**config.mk**
```make
export PLATFORM = sky130hd
export DESIGN_NAME = flash_sr_guard
export DESIGN_NICKNAME = d
export VERILOG_FILES = /design/src/rtl/fsr_pkg.sv /design/src/rtl/fsr_region_check.sv /design/src/rtl/fsr_cmd_judge.sv /design/src/rtl/fsr_seq_fsm.sv /design/src/rtl/flash_sr_guard.sv
export SDC_FILE = /design/constraint.sdc
export NUM_CORES = 1
export LEC_CHECK = 0
export BUFFER_PORTS_ARGS = -buffer_cell sky130_fd_sc_hd__buf_2
export CORE_MARGIN = 2
export CORE_UTILIZATION = 50
export CTS_CLUSTER_DIAMETER = 120
export DETAILED_ROUTE_END_ITERATION = 12
export GPL_TIMING_DRIVEN = 0
export PLACE_DENSITY = 0.84
export SLEW_MARGIN = 30
export SYNTH_ARGS = -nofsm -noshare
export SYNTH_HDL_FRONTEND = slang
export SYNTH_HIERARCHICAL = 1
export SYNTH_SLANG_ARGS = --single-unit
```
**constraint.sdc**
```tcl
create_clock -name clk -period 7.34 [get_ports clk]
set_input_delay 0.734 -clock clk [delete_from_list [all_inputs] [get_ports clk]]
set_output_delay 0.734 -clock clk [all_outputs]
set_load 0.05 [all_outputs]
```
**src/rtl/fsr_pkg.sv**
```systemverilog
package fsr_pkg;

    typedef enum logic [1:0] {
        ST_READY     = 2'd0,
        ST_REG_WRITE = 2'd1,
        ST_ARRAY_OP  = 2'd2
    } seq_state_t;

    typedef enum logic [2:0] {
        ACT_NONE      = 3'd0,
        ACT_SET_WEL   = 3'd1,
        ACT_CLR_WEL   = 3'd2,
        ACT_GRANT_REG = 3'd3,
        ACT_GRANT_ARR = 3'd4,
        ACT_REJECT    = 3'd5
    } action_t;

    localparam int SR_LOCK_BIT = 7;
    localparam int SR_SIDE_BIT = 5;

    function automatic logic [3:0] protect_level(input logic [7:2] nv);
        return {nv[6], nv[4], nv[3], nv[2]};
    endfunction

endpackage

```
**src/rtl/fsr_region_check.sv**
```systemverilog
module fsr_region_check #(
    parameter int ADDR_W   = 16,
    parameter int SECTOR_W = 12
) (
    input  logic [ADDR_W-1:0] addr,
    input  logic [3:0]        level,
    input  logic              from_bottom,
    output logic              hit
);
    localparam int SEC_W  = ADDR_W - SECTOR_W;
    localparam int SPAN_W = SEC_W + 1;
    localparam int AW1    = ADDR_W + 1;
    localparam logic [AW1-1:0] ARRAY_BYTES = AW1'(1) << ADDR_W;

    logic [4:0]        level_m1;
    logic [SPAN_W-1:0] span_sec;
    logic [AW1-1:0]    span_bytes;
    logic [AW1-1:0]    addr_x;

    always_comb begin
        level_m1 = {1'b0, level} - 5'd1;
        if (level == 4'd0) begin
            span_sec = '0;
        end else if (int'(level_m1) >= SEC_W) begin
            span_sec = SPAN_W'(1) << SEC_W;
        end else begin
            span_sec = SPAN_W'(1) << level_m1;
        end
        span_bytes = AW1'(span_sec) << SECTOR_W;
        addr_x     = {1'b0, addr};
        if (level == 4'd0) begin
            hit = 1'b0;
        end else if (from_bottom) begin
            hit = addr_x < span_bytes;
        end else begin
            hit = addr_x >= (ARRAY_BYTES - span_bytes);
        end
    end

endmodule

```
**src/rtl/fsr_cmd_judge.sv**
```systemverilog
module fsr_cmd_judge
    import fsr_pkg::*;
(
    input  logic    idle,
    input  logic    wel,
    input  logic    locked,
    input  logic    region_hit,
    input  logic    level_zero,
    input  logic    cmd_wren,
    input  logic    cmd_wrdi,
    input  logic    cmd_wrsr,
    input  logic    cmd_prog,
    input  logic    cmd_erase,
    input  logic    cmd_bulk,
    output action_t act
);
    always_comb begin
        act = ACT_NONE;
        if (idle) begin
            if (cmd_wrdi) begin
                act = ACT_CLR_WEL;
            end else if (cmd_wren) begin
                act = ACT_SET_WEL;
            end else if (cmd_wrsr) begin
                if (!wel || locked) act = ACT_REJECT;
                else                act = ACT_GRANT_REG;
            end else if (cmd_prog || cmd_erase) begin
                if (!wel || region_hit) act = ACT_REJECT;
                else                    act = ACT_GRANT_ARR;
            end else if (cmd_bulk) begin
                if (!wel || !level_zero) act = ACT_REJECT;
                else                     act = ACT_GRANT_ARR;
            end
        end
    end

endmodule

```
**src/rtl/fsr_seq_fsm.sv**
```systemverilog
module fsr_seq_fsm
    import fsr_pkg::*;
(
    input  logic clk,
    input  logic rst_n,
    input  logic go_reg,
    input  logic go_arr,
    input  logic op_done,
    output logic wip,
    output logic finish
);
    seq_state_t state_q, state_d;

    always_ff @(posedge clk or negedge rst_n) begin
        if (!rst_n) state_q <= ST_READY;
        else        state_q <= state_d;
    end

    always_comb begin
        state_d = state_q;
        unique case (state_q)
            ST_READY: begin
                if (go_reg)      state_d = ST_REG_WRITE;
                else if (go_arr) state_d = ST_ARRAY_OP;
            end
            ST_REG_WRITE: if (op_done) state_d = ST_READY;
            ST_ARRAY_OP:  if (op_done) state_d = ST_READY;
            default:      state_d = ST_READY;
        endcase
    end

    always_comb begin
        wip    = 1'b0;
        finish = 1'b0;
        unique case (state_q)
            ST_READY: begin
                wip    = 1'b0;
                finish = 1'b0;
            end
            ST_REG_WRITE, ST_ARRAY_OP: begin
                wip    = 1'b1;
                finish = op_done;
            end
            default: begin
                wip    = 1'b0;
                finish = 1'b0;
            end
        endcase
    end

endmodule

```
**src/rtl/flash_sr_guard.sv**
```systemverilog
module flash_sr_guard
    import fsr_pkg::*;
#(
    parameter int         ADDR_W    = 16,
    parameter int         SECTOR_W  = 12,
    parameter logic [5:0] NV_PRESET = 6'h00
) (
    input  logic              clk,
    input  logic              rst_n,
    input  logic              cmd_wren,
    input  logic              cmd_wrdi,
    input  logic              cmd_wrsr,
    input  logic              cmd_prog,
    input  logic              cmd_erase,
    input  logic              cmd_bulk,
    input  logic [ADDR_W-1:0] cmd_addr,
    input  logic [7:2]        sr_wdata,
    input  logic              wp_n,
    input  logic              op_done,
    output logic [7:0]        status,
    output logic              grant,
    output logic              reject,
    output logic              busy
);
    logic [7:2] nv_q;
    logic       wel_q;
    logic       grant_q;
    logic       reject_q;
    logic       wip;
    logic       finish;
    logic       locked;
    logic       region_hit;
    logic [3:0] level;
    action_t    act;

    assign level  = protect_level(nv_q);
    assign locked = nv_q[SR_LOCK_BIT] && !wp_n;

    fsr_region_check #(
        .ADDR_W  (ADDR_W),
        .SECTOR_W(SECTOR_W)
    ) u_region (
        .addr       (cmd_addr),
        .level      (level),
        .from_bottom(nv_q[SR_SIDE_BIT]),
        .hit        (region_hit)
    );

    fsr_cmd_judge u_judge (
        .idle      (!wip),
        .wel       (wel_q),
        .locked    (locked),
        .region_hit(region_hit),
        .level_zero(level == 4'd0),
        .cmd_wren  (cmd_wren),
        .cmd_wrdi  (cmd_wrdi),
        .cmd_wrsr  (cmd_wrsr),
        .cmd_prog  (cmd_prog),
        .cmd_erase (cmd_erase),
        .cmd_bulk  (cmd_bulk),
        .act       (act)
    );

    fsr_seq_fsm u_seq (
        .clk    (clk),
        .rst_n  (rst_n),
        .go_reg (act == ACT_GRANT_REG),
        .go_arr (act == ACT_GRANT_ARR),
        .op_done(op_done),
        .wip    (wip),
        .finish (finish)
    );

    always_ff @(posedge clk or negedge rst_n) begin
        if (!rst_n) begin
            nv_q     <= NV_PRESET;
            wel_q    <= 1'b0;
            grant_q  <= 1'b0;
            reject_q <= 1'b0;
        end else begin
            grant_q  <= (act == ACT_GRANT_REG) || (act == ACT_GRANT_ARR);
            reject_q <= (act == ACT_REJECT);
            if (finish) begin
                wel_q <= 1'b0;
            end else begin
                case (act)
                    ACT_SET_WEL:            wel_q <= 1'b1;
                    ACT_CLR_WEL, ACT_REJECT: wel_q <= 1'b0;
                    default:                wel_q <= wel_q;
                endcase
            end
            if (act == ACT_GRANT_REG) nv_q <= sr_wdata;
        end
    end

    assign status = {nv_q, wel_q, wip};
    assign grant  = grant_q;
    assign reject = reject_q;
    assign busy   = wip;

endmodule

```
; After elaboration in Yosys (flattened, before gate mapping)
; Cells that the tools add are included.
[op_classes]
addsub = 2
magnitude_cmp = 3
eq_ne = 9
shifts = 1
muxes = 21
n_reduce_logical = 15
[ops]
columns = cell, n
row1 = $mux W3, 7
row2 = $ge A16 B17 Y1, 1
row3 = $lt A16 B17 Y1, 1
row4 = $sub A17 B17 Y17 const A, 1
row5 = $mux W5, 2
row6 = $mux W1, 7
row7 = $eq A3 B2 Y1 const B, 2
row8 = $eq A3 B3 Y1 const B, 2
row9 = $mux W2, 3
row10 = $ge A5 B3 Y1 const B, 1
row11 = $logic_or A1 B1 Y1, 5
row12 = $shl A1 B5 Y5 const A, 1
row13 = $sub A4 B1 Y5 const B, 1
row14 = $logic_not A4 Y1, 1
row15 = $pmux W2 S2, 1
row16 = $reduce_or A2 Y1, 2
row17 = $eq A3 B1 Y1 const B, 1
row18 = $logic_not A1 Y1, 3
row19 = $ne A3 B1 Y1 const B, 1
row20 = $reduce_bool A3 Y1, 1
row21 = $eq A2 B1 Y1 const B, 1
row22 = $eq A2 B2 Y1 const B, 1
row23 = $logic_not A2 Y1, 1
row24 = $ne A2 B1 Y1 const B, 1
row25 = 3 further kinds, 3
[totals]
regBits = 11
input_bits = 32
out_inout_bits = 11
word_cells = 56

; Logic depth before layout (Yosys ltp)
[logic_depth]
depth_word = 19
ltp_mapped = 19
mapped_depth_nobuf = 19

; Modules after synthesis
; The synthesis kept the hierarchy.
[modules_own_cells]
columns = mod, instances, cells_per_inst, area_per_inst_um2
row1 = flash_sr_guard, 1, 28, 387.9
row2 = fsr_region_check, 1, 49, 380.4
row3 = fsr_seq_fsm, 1, 13, 133.9
row4 = fsr_cmd_judge, 1, 11, 78.8

; Worst setup path before layout
; OpenSTA, ideal clock, no wires.
[synth_timing]
path_type = reg2reg
start = register nv_q[2] in the netlist's numbering
end = register u_seq.state_q[0]
setup_ns = 0.122
arrival_time_ns = 3.941
t_required_ns = 7.218
path_slack_ns = 3.277
stages_incl_launch_ff = 17
path_cell_list = dfrtp_1 inv_1 ha_1 o41ai_2 nand3_1 ha_1 xnor2_2 ha_1 a211oi_1 and3_1 o32ai_1 o21ai_0 a31oi_1 o311a_1 nor3b_1 o21ai_2 a32o_1
[synth_between]
elab_chain_cells = 18
word_cells_on_any_way = 28
classes_between = 2 x add/sub / 3 x order compare / 3 x eq/ne / 1 x shift / 14 x mux / 5 x reduce/logical
[synth_rtl]
columns = item, line
row1 = start: declaration, flash_sr_guard.sv:25  ; logic [7:2] nv_q;
row2 = start signal: assignment, flash_sr_guard.sv:92  ; if (act == ACT_GRANT_REG) nv_q <= sr_wdata;
row3 = $sub A4 B1 Y5, fsr_region_check.sv:21  ; level_m1 = {1'b0, level} - 5'd1;
row4 = $ge A5 B3 Y1 / $shl A1 B5 Y5 (equally long branches), "fsr_region_check.sv:24, fsr_region_check.sv:27"
row5 = $mux W5, fsr_region_check.sv:24  ; end else if (int'(level_m1) >= SEC_W) begin
row6 = $mux W5, fsr_region_check.sv:22  ; if (level == 4'd0) begin
row7 = $sub A17 B17 Y17, fsr_region_check.sv:36  ; hit = addr_x >= (ARRAY_BYTES - span_bytes);
row8 = $ge A16 B17 Y1, fsr_region_check.sv:36
row9 = $mux W1, fsr_region_check.sv:33  ; end else if (from_bottom) begin
row10 = $mux W1 (*), fsr_region_check.sv:31  ; if (level == 4'd0) begin
row11 = via region_hit, flash_sr_guard.sv:32  ; logic region_hit;
row12 = (+3 left out), -
row13 = $mux W3 (*), fsr_cmd_judge.sv:24  ; end else if (cmd_wrsr) begin
row14 = $mux W3 (*), fsr_cmd_judge.sv:22  ; end else if (cmd_wren) begin
row15 = $mux W3 (*), fsr_cmd_judge.sv:20  ; if (cmd_wrdi) begin
row16 = $mux W3 (*), fsr_cmd_judge.sv:19  ; if (idle) begin
row17 = via act[0], flash_sr_guard.sv:34  ; action_t act;
row18 = $eq A3 B2 Y1 / $eq A3 B3 Y1 (equally long branches), "flash_sr_guard.sv:67, flash_sr_guard.sv:68"
row19 = $mux W2 / $ne A3 B1 Y1 (equally long branches), -
row20 = $pmux W2 S2 / $reduce_and A2 Y1 (equally long branches), -
row21 = end signal: assignment, fsr_seq_fsm.sv:16  ; else state_q <= state_d;
row22 = end: declaration, fsr_seq_fsm.sv:12  ; seq_state_t state_q, state_d;
; Mark *: on every way through the listed nets, which the timed path passes. The rest lies on a longest branch.
; A chain may end at the register's enable or synchronous reset.

; Final worst setup path
[layout_timing]
start = register nv_q[2] in the netlist's numbering
end = register u_seq.state_q[1]
; Same word-level chain as after synthesis.

==> flow_summary.json <==
{
  "tritoncts": "built",
  "diodes": 0,
  "required_ns": 7.53,
  "worst_pin_slew_ns": 0.491,
  "fmax_mhz": 236,
  "pwr-share-seq_pct": 20.4,
  "swShare_pct": 53.5,
  "drt-wirelength-per-cell_um": 12.6,
  "grt_max_degree": 12,
  "finalSetupTns_ns": 0,
  "die_w_um": 48.3,
  "synth-seq-cells": 11,
  "pwr_density_cell_nw_per_um2": 494,
  "ant_nets": 0,
  "cts_hold_repair.buffers": 0,
  "p_leak_nw": 0.625,
  "setup_viol": 0,
  "synth_cell_types": 46,
  "crit_chain": "inv_1 > ha_1 > o41ai_2 > nand3_1 > ha_1 > xnor2_2 > ha_1 > a211oi_1 > and3_1 > o32ai_1 > o21ai_0 > a31oi_1 > o311a_1 > nor3b_1 > nand2_1 > a21boi_2",
  "die_area_um2": 2330,
  "final_layout_size_suffix_gt1_share_pct": 44.9,
  "core-area_um2": 1900,
  "synth_warnings": 6,
  "pwr-share-clk_pct": 6.4,
  "r2r_cells": 16,
  "cts.clk_slew.worst_paths_ns": 0.07,
  "synth-seq-area-share_pct": 28.1,
  "slowest_delay_ns": 0.52,
  "viasPerCell": 5.52,
  "numPortBuffers": 42,
  "clk_latency_ns": 0.26,
  "async_flop_share_pct": 100,
  "worstPathArrival_ns": 4.42,
  "cts_made_buffers": 3,
  "skew_ns": 0.00601,
  "fillers": 170,
  "root_buffer": "clkbuf_4",
  "fin_cells": 174,
  "final.period_utilization_pct": 57.6,
  "final_core_util_pct": 65.8,
  "synth.avg_cell_area_um2": 9.71,
  "drv_slew": 0,
  "final-hold-violation-count": 0,
  "pwr-share-comb_pct": 73.2,
  "fin_area_um2": 1250,
  "post-place-cells": 170,
  "drt_iter0_drc": 4,
  "synth_edf_count": 0,
  "relSlewSlack_pct": 66.8,
  "intPower_w": 0.000287,
  "start_util_pct": 51.6,
  "grt_pass1_wl_mm": 3.37,
  "cts_htree_levels": 1,
  "critical_path_class": "reg2reg",
  "start_kind": "flop",
  "die_h_um": 48.3,
  "cts_setup_buffers": 0,
  "syn-num-nets": 143,
  "maxCapViolCount": 0,
  "antenna_found_initial": 0,
  "end_kind": "flop",
  "crit_slowest_cell": "dfrtp_1",
  "ioPinCount": 43,
  "synth_area_um2": 981,
  "rsz0062_at_grt": "false",
  "num_rows": 16,
  "post-route-min-period_ns": 4.23,
  "wl_mm": 2.19,
  "synthCells": 101,
  "critPathMaxFanout": 10,
  "ir_worst_vdd_mv": 0.306,
  "area_growth_pct": 27.6,
  "num-nets-final": 190,
  "cts_resized": 0,
  "critPathMostFrequentCell": "ha_1",
  "globalplace.congestion": 0.776,
  "hold_class": "in2async",
  "place_area_um2": 1220,
  "ys.flop_type": "dfrtp_1",
  "globalRouteOverflowTotal": 0,
  "grt_pass1_vias": 875,
  "hpwlAfterDp_mm": 1.88,
  "cts_buffer_depth": 2,
  "clock-sinks": 11,
  "route.detailed.drc": 0,
  "track_usage_pct": 21.2,
  "status": "finished, final reports clean",
  "p_sw_w": 0.000331,
  "first_pass_iters": 4,
  "vias": 961
}
worst max-delay path, delay by kind of cell (launching register included):
family | cells | cell delay [ns]
compound gates | 7 | 1.49
xor+xnor | 1 | 0.16
fa+ha+maj | 3 | 0.91
buf+inv | 1 | 0.13
flops | 1 | 0.52
simple gates | 4 | 0.92
worst paths after layout:
| path | start | end | slack (ns) |
|---|---|---|---|
| min | rst_n | nv_q[7]$_DFFE_PN0P_ | 0.32 |
| max reg2reg | nv_q[2]$_DFFE_PN0P_ | u_seq/state_q[1]$_DFFE_PN0P_ | 3.11 |
| min reg2reg | u_seq/state_q[0]$_DFFE_PN0P_ | u_seq/state_q[0]$_DFFE_PN0P_ | 0.50 |
| max in group asynchronous | rst_n | nv_q[4]$_DFFE_PN0P_ | 6.82 |
| min in group clk | u_seq/state_q[0]$_DFFE_PN0P_ | u_seq/state_q[0]$_DFFE_PN0P_ | 0.50 |
| max | nv_q[2]$_DFFE_PN0P_ | u_seq/state_q[1]$_DFFE_PN0P_ | 3.11 |
routing by layer:
layer | vias to the layer above | track usage [%] | wire (um)
met5 | - | 0 | 0
met4 | 0 | 9.19 | 17
met3 | 2 | 3.70 | 80
met2 | 22 | 39.5 | 1190
met1 | 458 | 23.2 | 905
li1 | 479 | - | -
layout make-up:
cell class	count	area, um2	area share [%]
clock buffer	4	26.3	2.10
multi-input combinational	76	646	51.6
buffer	2	15.0	1.20
inverter	12	45.0	3.60
sequential	11	275	22.0
timing repair buffer	42	210	16.8
tap	27	33.8	2.70
placed cells by master, fill, tap and decap left out, types with 3 or more instances in the layout:
cell,count
inv_1,11
clkbuf_4,3
mux2_2,6
o21ai_0,5
nor4_1,3
nor3_1,3
buf_2,42
nor2_1,3
dfrtp_1,11
ha_1,10
nand3b_1,3
a21oi_1,3
cell families (layout without fill, tap and decap cells):
kind of cell | Yosys count | after routing | share of synthesized area, %
AOI/OAI and AO/OA | 25 | 25 | 20.2
xor gates and xnor gates | 1 | 1 | 1.66
adders and majority gates | 10 | 10 | 12.8
buffers and inverters | 14 | 60 | 6.12
DFF | 11 | 11 | 28.1
muxes | 6 | 6 | 6.89
and+or+nand+nor | 34 | 34 | 24.4
stage by stage:
stage	worst slack, ns	hold WS [ns]	total power [W]
2_1_floorplan	3.28	0.438	0.000485
3_3_place_gp	3.26	0.481	0.000560
3_5_place_dp	3.13	0.487	0.000582
4_1_cts	3.11	0.314	0.000625
5_1_grt	2.78	0.324	0.000676
6_report	3.11	0.319	0.000618
registers in the layout, summed over array words and instances (netlist names):
register       flops
u_seq/state_q      2
wel_q              1
reject             1
grant              1
nv_q               6
synth_stat cells (all sizes together), types with 2 or more instances:
cell type  number  area share (%)
a21oi           3             1.5
buf             2             1.5
dfrtp          11              28
ha             10              13
inv            12             4.6
mux2            6             6.9
nand2b          3             2.7
nand3           2             1.0
nand3b          4             3.4
nor2            3             1.1
nor2b           2             1.3
nor3            4             2.6
nor4            3             1.9
nor4b           2             1.8
o211ai          2             1.5
o21a            2             1.5
o21ai           6             3.4
o41ai           2             2.6
or3             3             2.6
power groups by stage:
stage	Clock, W	Combinational, W	Sequential, W
floorplan	0	0.000296	0.000189
global placement	0	0.000437	0.000123
detailed placement	0	0.000455	0.000127
CTS	0.0000416	0.000457	0.000126
global route	0.0000446	0.000501	0.000130
finish	0.0000396	0.000453	0.000126
Note: power is estimated with default switching activity, not from simulation.
